File: src/rtl/dv_pkg.sv
package dv_pkg;

  // Flat index of a node at (stage, angle, height).
  function automatic int node_idx(input int c, input int a, input int h,
                                  input int n_ang, input int n_hgt);
    return (c * n_ang + a) * n_hgt + h;
  endfunction

  // Angle that feeds angle a (ring predecessor).
  function automatic int prev_ang(input int a, input int n_ang);
    return (a + n_ang - 1) % n_ang;
  endfunction

  // Height reached by an intra-stage hop on stage c; identity on the innermost stage.
  function automatic int cross_h(input int c, input int h, input int hb);
    if (c >= hb) return h;
    return h ^ (1 << (hb - 1 - c));
  endfunction

endpackage

File: src/rtl/dv_node.sv
module dv_node #(
  parameter int AW     = 4,
  parameter int DW     = 16,
  parameter int HB     = 2,
  parameter int AB     = 2,
  parameter int STAGES = 3,
  parameter int STAGE  = 0,
  parameter int ANGLE  = 0,
  parameter int HEIGHT = 0
) (
  input  logic          clk,
  input  logic          rst,
  input  logic          w_v,
  input  logic [AW-1:0] w_addr,
  input  logic [DW-1:0] w_data,
  input  logic          n_v,
  input  logic [AW-1:0] n_addr,
  input  logic [DW-1:0] n_data,
  input  logic          blk,
  output logic          e_v,
  output logic [AW-1:0] e_addr,
  output logic [DW-1:0] e_data,
  output logic          s_v,
  output logic [AW-1:0] s_addr,
  output logic [DW-1:0] s_data,
  output logic          occ
);

  localparam bit            INNER = (STAGE == STAGES - 1);
  localparam logic [HB-1:0] HGT_V = HEIGHT[HB-1:0];
  localparam logic [AB-1:0] ANG_V = ANGLE[AB-1:0];

  logic          cur_v;
  logic [AW-1:0] cur_addr;
  logic [DW-1:0] cur_data;
  logic          hit;
  logic          go_in;

  // Slot register: the circulating arrival takes precedence; the two never coincide.
  always_ff @(posedge clk) begin
    if (rst) begin
      cur_v    <= 1'b0;
      cur_addr <= '0;
      cur_data <= '0;
    end else begin
      cur_v <= w_v | n_v;
      if (w_v) begin
        cur_addr <= w_addr;
        cur_data <= w_data;
      end else begin
        cur_addr <= n_addr;
        cur_data <= n_data;
      end
    end
  end

  generate
    if (INNER) begin : g_ang
      assign hit = (cur_addr[AB-1:0] == ANG_V);
    end else begin : g_bit
      assign hit = (cur_addr[AW-1-STAGE] == HGT_V[HB-1-STAGE]);
    end
  endgenerate

  assign go_in  = cur_v & hit & ~blk;
  assign s_v    = go_in;
  assign e_v    = cur_v & ~go_in;
  assign s_addr = cur_addr;
  assign s_data = cur_data;
  assign e_addr = cur_addr;
  assign e_data = cur_data;
  assign occ    = cur_v;


  no_collide_chk: assert property (@(posedge clk) disable iff (rst) !(w_v && n_v));

  generate
    if (STAGE > 0) begin : g_pfx

      prefix_chk: assert property (@(posedge clk) disable iff (rst)
        cur_v |-> (cur_addr[AW-1 -: STAGE] == HGT_V[HB-1 -: STAGE]));
    end
  endgenerate

endmodule

File: src/rtl/dv_eject.sv
module dv_eject #(
  parameter int AW     = 4,
  parameter int DW     = 16,
  parameter int HB     = 2,
  parameter int AB     = 2,
  parameter int ANGLE  = 0,
  parameter int HEIGHT = 0
) (
  input  logic          clk,
  input  logic          rst,
  input  logic          ej_v,
  input  logic [AW-1:0] ej_addr,
  input  logic [DW-1:0] ej_data,
  output logic          out_v,
  output logic [AW-1:0] out_addr,
  output logic [DW-1:0] out_data
);

  localparam logic [HB-1:0] HGT_V = HEIGHT[HB-1:0];
  localparam logic [AB-1:0] ANG_V = ANGLE[AB-1:0];

  always_ff @(posedge clk) begin
    if (rst) begin
      out_v    <= 1'b0;
      out_addr <= '0;
      out_data <= '0;
    end else begin
      out_v    <= ej_v;
      out_addr <= ej_addr;
      out_data <= ej_data;
    end
  end


  rst_idle_chk: assert property (@(posedge clk) rst |=> !out_v);


  out_port_chk: assert property (@(posedge clk) disable iff (rst)
    out_v |-> (out_addr == {HGT_V, ANG_V}));

endmodule

File: src/rtl/dv_fabric.sv
module dv_fabric
  import dv_pkg::*;
#(
  parameter int ANGLES  = 3,
  parameter int HEIGHTS = 4,
  parameter int DATA_W  = 16,
  parameter int HB      = $clog2(HEIGHTS),
  parameter int AB      = $clog2(ANGLES),
  parameter int AW      = HB + AB,
  parameter int PORTS   = ANGLES * HEIGHTS
) (
  input  logic                    clk,
  input  logic                    rst,
  input  logic [PORTS-1:0]        in_valid,
  input  logic [PORTS*AW-1:0]     in_addr,
  input  logic [PORTS*DATA_W-1:0] in_data,
  output logic [PORTS-1:0]        in_busy,
  output logic [PORTS-1:0]        out_valid,
  output logic [PORTS*AW-1:0]     out_addr,
  output logic [PORTS*DATA_W-1:0] out_data
);

  localparam int STAGES = HB + 1;
  localparam int NODES  = STAGES * PORTS;

  logic              e_v    [NODES];
  logic [AW-1:0]     e_addr [NODES];
  logic [DATA_W-1:0] e_data [NODES];
  logic              s_v    [NODES];
  logic [AW-1:0]     s_addr [NODES];
  logic [DATA_W-1:0] s_data [NODES];
  logic [NODES-1:0]  occ;
  logic [PORTS-1:0]  acc;
  logic [PORTS-1:0]  ej;

  // Port edge: entry gating, busy reporting and registered ejection.
  generate
    for (genvar p = 0; p < PORTS; p++) begin : g_port
      localparam int PA  = p % ANGLES;
      localparam int PH  = p / ANGLES;
      localparam int SRC = node_idx(0, prev_ang(PA, ANGLES), cross_h(0, PH, HB), ANGLES, HEIGHTS);
      localparam int ENT = node_idx(0, PA, PH, ANGLES, HEIGHTS);
      localparam int OUT = node_idx(STAGES - 1, PA, PH, ANGLES, HEIGHTS);

      assign in_busy[p] = e_v[SRC];
      assign acc[p]     = in_valid[p] & ~e_v[SRC];
      assign ej[p]      = s_v[OUT];

      dv_eject #(
        .AW(AW), .DW(DATA_W), .HB(HB), .AB(AB), .ANGLE(PA), .HEIGHT(PH)
      ) u_ej (
        .clk     (clk),
        .rst     (rst),
        .ej_v    (s_v[OUT]),
        .ej_addr (s_addr[OUT]),
        .ej_data (s_data[OUT]),
        .out_v   (out_valid[p]),
        .out_addr(out_addr[p*AW +: AW]),
        .out_data(out_data[p*DATA_W +: DATA_W])
      );


      busy_occ_chk: assert property (@(posedge clk) disable iff (rst)
        in_busy[p] |=> occ[ENT]);
    end
  endgenerate

  // Node grid with intra-stage crossing, inward links and block lines.
  generate
    for (genvar c = 0; c < STAGES; c++) begin : g_st
      for (genvar a = 0; a < ANGLES; a++) begin : g_an
        for (genvar h = 0; h < HEIGHTS; h++) begin : g_ht
          localparam int ME = node_idx(c, a, h, ANGLES, HEIGHTS);
          localparam int WS = node_idx(c, prev_ang(a, ANGLES), cross_h(c, h, HB), ANGLES, HEIGHTS);

          logic              nv;
          logic [AW-1:0]     na;
          logic [DATA_W-1:0] nd;
          logic              bk;

          if (c == 0) begin : g_inj
            localparam int P = h * ANGLES + a;
            assign nv = acc[P];
            assign na = in_addr[P*AW +: AW];
            assign nd = in_data[P*DATA_W +: DATA_W];
          end else begin : g_up
            localparam int NS = node_idx(c - 1, prev_ang(a, ANGLES), h, ANGLES, HEIGHTS);
            assign nv = s_v[NS];
            assign na = s_addr[NS];
            assign nd = s_data[NS];
          end

          if (c == STAGES - 1) begin : g_noblk
            assign bk = 1'b0;
          end else begin : g_blk
            localparam int BS = node_idx(c + 1, a, cross_h(c + 1, h, HB), ANGLES, HEIGHTS);
            assign bk = e_v[BS];
          end

          dv_node #(
            .AW(AW), .DW(DATA_W), .HB(HB), .AB(AB), .STAGES(STAGES),
            .STAGE(c), .ANGLE(a), .HEIGHT(h)
          ) u_nd (
            .clk   (clk),
            .rst   (rst),
            .w_v   (e_v[WS]),
            .w_addr(e_addr[WS]),
            .w_data(e_data[WS]),
            .n_v   (nv),
            .n_addr(na),
            .n_data(nd),
            .blk   (bk),
            .e_v   (e_v[ME]),
            .e_addr(e_addr[ME]),
            .e_data(e_data[ME]),
            .s_v   (s_v[ME]),
            .s_addr(s_addr[ME]),
            .s_data(s_data[ME]),
            .occ   (occ[ME])
          );
        end
      end
    end
  endgenerate


  conserve_chk: assert property (@(posedge clk) disable iff (rst)
    1'b1 |=> ($countones(occ) == $past($countones(occ)) + $past($countones(acc))
                                 - $past($countones(ej))));

endmodule

File: config.mk
export PLATFORM = sky130hd
export DESIGN_NAME = dv_fabric
export DESIGN_NICKNAME = d
export VERILOG_FILES = /design/src/rtl/dv_pkg.sv /design/src/rtl/dv_node.sv /design/src/rtl/dv_eject.sv /design/src/rtl/dv_fabric.sv
export SDC_FILE = /design/constraint.sdc
export NUM_CORES = 2
export LEC_CHECK = 0
export ABC_AREA = 1
export CAP_MARGIN = 5
export CORE_MARGIN = 2
export CORE_UTILIZATION = 50
export CTS_BUF_LIST = sky130_fd_sc_hd__clkbuf_2 sky130_fd_sc_hd__clkbuf_4 sky130_fd_sc_hd__clkbuf_8
export DETAILED_ROUTE_END_ITERATION = 8
export MAX_ROUTING_LAYER = met4
export PLACE_DENSITY = 0.78
export SETUP_SLACK_MARGIN = 0.2
export SLEW_MARGIN = 5
export SYNTH_ARGS = -nofsm -noshare
export SYNTH_HDL_FRONTEND = slang
export SYNTH_SLANG_ARGS = --single-unit
File: constraint.sdc
create_clock -name clk -period 1.42 [get_ports clk]
set_clock_uncertainty 0.15 [all_clocks]
set_input_delay 0.142 -clock clk [delete_from_list [all_inputs] [get_ports clk]]
set_output_delay 0.142 -clock clk [all_outputs]
set_load 0.02 [all_outputs]
# Word level (Yosys, flattened, before mapping)
# Index checks and enable logic that the tools add are counted.
[classes]
n_eq_ne = 8
muxes = 72
bitwise_logic = 228
reduce_logical = 4
[ops]
columns = ["cell", "count"]
rows = [
  ["$mux 16", 36],
  ["$mux 4", 36],
  ["$and 1x1->1", 108],
  ["$not 1->1", 84],
  ["$or 1x1->1", 36],
  ["$eq 2x1->1 const B", 4],
  ["$eq 2x2->1 const B", 4],
  ["$logic_not 2->1", 4],
]
[word_totals]
reg_bits = 1008
out_inout_bits = 264

# Logic depth before layout (Yosys ltp)
[depth]
ltp_word = 15
depth_mapped = 11

# Hierarchy
# A second synthesis with hierarchy kept.
[hier_totals]
cells_unflattened = 6377
area_unflattened_um2 = 46243.1
[modules_own_cells]
columns = ["mod", "instances", "cells_per_inst", "area_per_inst_um2"]
rows = [
  ["dv_node (g_st[0].g_an[0].g_ht[0].u_nd ...)", 12, 153, 1078.5],
  ["dv_node (g_st[0].g_an[0].g_ht[2].u_nd ...)", 12, 155, 1078.5],
  ["dv_node (g_st[2].g_an[1].g_ht[0].u_nd ...)", 8, 156, 1084.8],
  ["dv_eject", 12, 65, 600.6],
  ["dv_node (g_st[2].g_an[0].g_ht[0].u_nd ...)", 4, 157, 1087.3],
  ["dv_fabric", 1, 25, 123.9],
]

# Worst setup path after synthesis
# Ideal clock, no wire load.
[synth_path]
path_type = "flip-flop to output port"
start = "register g_st[2].g_an[0].g_ht[3].u_nd.cur_addr[0]"
end = "output port in_busy[1]"
path_stages_with_launch = 9
required_time_ps = 1128
slack_ps = -28
t_arrival_ps = 1156
path_buffers = 2
cell_sequence = "dfxtp_1 > o21ai_2 > nand2_1 > nand2_2 > nand2_1 > nand2_1 > inv_2 > buf_4 > buf_4"
[synth_between]
elab_chain_cells = 12
[synth_rtl]
columns = ["element", "line", "rtl"]
rows = [
  ["start, declared", "dv_node.sv:34", "logic [AW-1:0] cur_addr;"],
  ["start signal, assigned", "dv_node.sv:48", "cur_addr <= w_addr;"],
  ["start signal, assigned", "dv_node.sv:51", "cur_addr <= n_addr;"],
  ["$logic_not 2->1", "dv_node.sv:59", "assign hit = (cur_addr[AB-1:0] == ANG_V);"],
  ["$and 1x1->1", "dv_node.sv:65", "assign go_in = cur_v & hit & ~blk;"],
  ["$not 1->1", "dv_node.sv:67", "assign e_v = cur_v & ~go_in;"],
  ["$and 1x1->1", "dv_node.sv:67", ""],
  ["$not 1->1", "dv_node.sv:65", ""],
  ["$and 1x1->1", "dv_node.sv:65", ""],
  ["$not 1->1", "dv_node.sv:67", ""],
  ["$and 1x1->1", "dv_node.sv:67", ""],
  ["$not 1->1", "dv_node.sv:65", ""],
  ["$and 1x1->1", "dv_node.sv:65", ""],
  ["$not 1->1", "dv_node.sv:67", ""],
  ["$and 1x1->1", "dv_node.sv:67", ""],
  ["end, declared", "dv_fabric.sv:17", "output logic [PORTS-1:0] in_busy,"],
]
# No other way between the ends.

# Worst setup path after layout
[layout_path]
start = "register g_st[2].g_an[2].g_ht[3].u_nd.cur_addr[0]"
end = "register g_port[11].u_ej.out_v"
[layout_between]
elab_chain_cells = 2
[layout_rtl]
columns = ["element", "line", "rtl"]
rows = [
  ["start, declared", "dv_node.sv:34", ""],
  ["start signal, assigned", "dv_node.sv:48", ""],
  ["start signal, assigned", "dv_node.sv:51", ""],
  ["$eq 2x2->1", "dv_node.sv:59", ""],
  ["$and 1x1->1", "dv_node.sv:65", ""],
  ["end signal, assigned", "dv_eject.sv:28", "out_v <= ej_v;"],
  ["end, declared", "dv_eject.sv:14", "output logic out_v,"],
]
# No other way between the ends.
# A chain may end at the register's enable or synchronous reset.

==> impl_metrics.tcl <==
set metrics [dict create \
    status "complete, but fails checks" \
    violations "setup timing" \
    fill_cells 3967 \
    antenna_found_initial 6 \
    yosysTopAreaCell "dfxtp_1" \
    insertion_delay_ns 0.85 \
    end_kind "register" \
    vias 36100 \
    power_density_nw_per_um2 1270 \
    dp_cells 5574 \
    globalplace.congestion 1.02 \
    fin_crit_sh 1.63 \
    worstSetupPathType "register to register" \
    final_max_slew_viol_count 0 \
    core_area_um2 67400 \
    hold_viol 0 \
    crit_required_ns 2.02 \
    fin_cells 6277 \
    yosysSeqAreaShare 0.591 \
    grt_pass1_vias 33900 \
    worst_slew_pin_slew_ns 0.579 \
    ioPinCount 518 \
    rsz0062_at_grt "true" \
    io_buffer_count 517 \
    final_nets 5536 \
    fin_ws_ns -0.888 \
    cp_max_fo 2 \
    die_area_um2 70400 \
    routed_wl_um 168000 \
    rows 95 \
    track_usage 0.441 \
    drt_iter0_markers 5373 \
    synth.area.top_cells "dfxtp_1, nor2_1, o21ai_0, a21oi_1, inv_1" \
    grt_max_degree 90 \
    clock-root-buffer "clkbuf_8" \
    synthCells 4130 \
    drive_gt1_frac 0.322 \
    startpoint_type "register" \
    dp_hpwl_um 106000 \
    hold_slack_ns 0.0612 \
    avgSynthCellArea_um2 8.27 \
    p_total_uw 68200 \
    ys_ff_latch 1008 \
    cts_buffers 159 \
    wl_per_cell_um 26.7 \
    overflow 0 \
    maxCapViolations 0 \
    layout_common_cells "nor2_1, dfxtp_1, o21ai_0, buf_6, inv_1" \
    fin_crit_ns 2.31 \
    syn2layout_area_growth_pct 56.6 \
    hold_class "input pin to register" \
    cts_max_level 4 \
    critPathArrivalTime_ns 2.91 \
    netlist.area_leader.share 0.591 \
    clk_pin_slew_ns 0.07 \
    cts_tree "done" \
    post-route-util 0.794 \
    fp.dieW_um 265 \
    antenna_left 0 \
    cts.sinks 1008 \
    drc_errors 0 \
    grt_pass1_wl_um 218000 \
    ys_warn_count 0 \
    die_y_um 265 \
    synth_cell_type_count 24 \
    leakage_uw 0.0227 \
    finalSetupViolCount 943 \
    clock_tree.buffer_depth 3 \
    firstDrtPassIters 8 \
    synth_area_um2 34200 \
    relSlewSlack 0.610 \
    syn-num-nets 4384 \
    peakVddDrop_v 0.000805 \
    start_util 0.507 \
    drt-vias-per-instance 5.76 \
    fmax_ghz 0.433 \
    mostFrequentLayoutCell "nor2_1" \
]
==> report_power, final <==
part | internal (µW) | switching [µW] | total (µW)
Combinational | 4290 | 5380 | 9670
Clock | 15500 | 11900 | 27400
Sequential | 29900 | 1200 | 31100
==> final cells by class <==
type	instances	area [µm²]	area share
flip-flops and latches	1008	20500	0.384
clock inverters	27	375	0.00701
clock buffers	250	3150	0.0588
multi-input cells	2454	13000	0.243
repair buffers	1286	13800	0.259
diodes	6	15.0	0.000281
repair inverters	1	8.76	0.000164
inverters	372	1520	0.0285
well taps	873	1090	0.0204
==> timing repair <==
action	CTS	global route
setup buffers	79	63
resized for setup	2088	545
endpoints found under the setup margin	1002	1010
endpoints found under the hold margin	988	0
hold buffers	247	0
pin swaps	69	96
gates cloned	15	16
==> routing by layer <==
layer	wire length [µm]	track usage
met2	72800	0.670
met3	23200	0.0949
met1	58300	0.547
met4	13100	0.247
met5	0	-
==> cell usage after synthesis <==
| master | n |
|---|---|
| nor2_1 | 1021 |
| dfxtp_1 | 1008 |
| o21ai_0 | 452 |
| a21oi_1 | 359 |
| inv_1 | 356 |
| nand2_1 | 342 |
| nand3b_1 | 147 |
| buf_2 | 119 |
| clkbuf_1 | 104 |
| nand3_1 | 89 |
| buf_4 | 46 |
| nand2_2 | 17 |
| buf_1 | 15 |
| inv_2 | 14 |
| a211oi_1 | 12 |
| buf_6 | 11 |
| nand2_4 | 5 |
| o21ai_2 | 4 |
| a21boi_2 | 2 |
| clkinv_1 | 2 |
| nor3_1 | 2 |
| buf_8 | 1 |
| nand3_2 | 1 |
| nand3b_2 | 1 |
==> registers in the layout, indices dropped and copies added, names as in the netlist <==
| name | count |
|---|---|
| g_port.u_ej.out_v | 12 |
| g_port.u_ej.out_addr | 48 |
| g_port.u_ej.out_data | 192 |
| g_st.g_an.g_ht.u_nd.e_data | 576 |
| g_st.g_an.g_ht.u_nd.e_addr | 144 |
| g_st.g_an.g_ht.u_nd.occ | 36 |
==> through the flow <==
| step | worst slack [ns] | cell area (µm²) | setup TNS [ns] |
|---|---|---|---|
| final | -0.888 | 53500 | -182.41 |
| after global routing | -0.895 | 53500 | -217.82 |
| after detailed placement | -0.453 | 42300 | -89.78 |
| after floorplan | 0.0286 | 34600 | 0 |
| after CTS | -0.814 | 50800 | -117.31 |
| after global placement | -0.444 | 42300 | -79.23 |
==> worst max-delay path: stages, from the launching register on <==
cell     delay (ns)
dfxtp_2        0.32
inv_2          0.09
nand2_4        0.08
buf_4          0.14
buf_6          0.10
buf_4          0.12
buf_4          0.12
buf_6          0.11
buf_6          0.11
buf_6          0.10
buf_6          0.11
buf_6          0.11
buf_6          0.11
buf_6          0.10
buf_4          0.12
buf_6          0.11
nor2_4         0.12
==> path summary, 6_finish.rpt <==
kind | cells past startpoint | end | slack (ns) | startpoint
max | 16 | g_port[11].u_ej.out_v | -0.89 | g_st[2].g_an[2].g_ht[3].u_nd.e_addr[0]
min | 3 | g_st[0].g_an[2].g_ht[3].u_nd.e_addr[3] | 0.06 | in_addr[47]
max reg2reg | 16 | g_port[11].u_ej.out_v | -0.89 | g_st[2].g_an[2].g_ht[3].u_nd.e_addr[0]
min reg2reg | 2 | g_port[9].u_ej.out_addr[2] | 0.27 | g_st[2].g_an[0].g_ht[3].u_nd.e_addr[2]
==> cells by family after synthesis <==
family | count (synthesis) | share of synthesized area
buf+inv | 668 | 0.0855
simple gates | 1625 | 0.201
compound gates | 829 | 0.123
flops | 1008 | 0.591
Note: power is estimated with default switching activity, not from simulation.
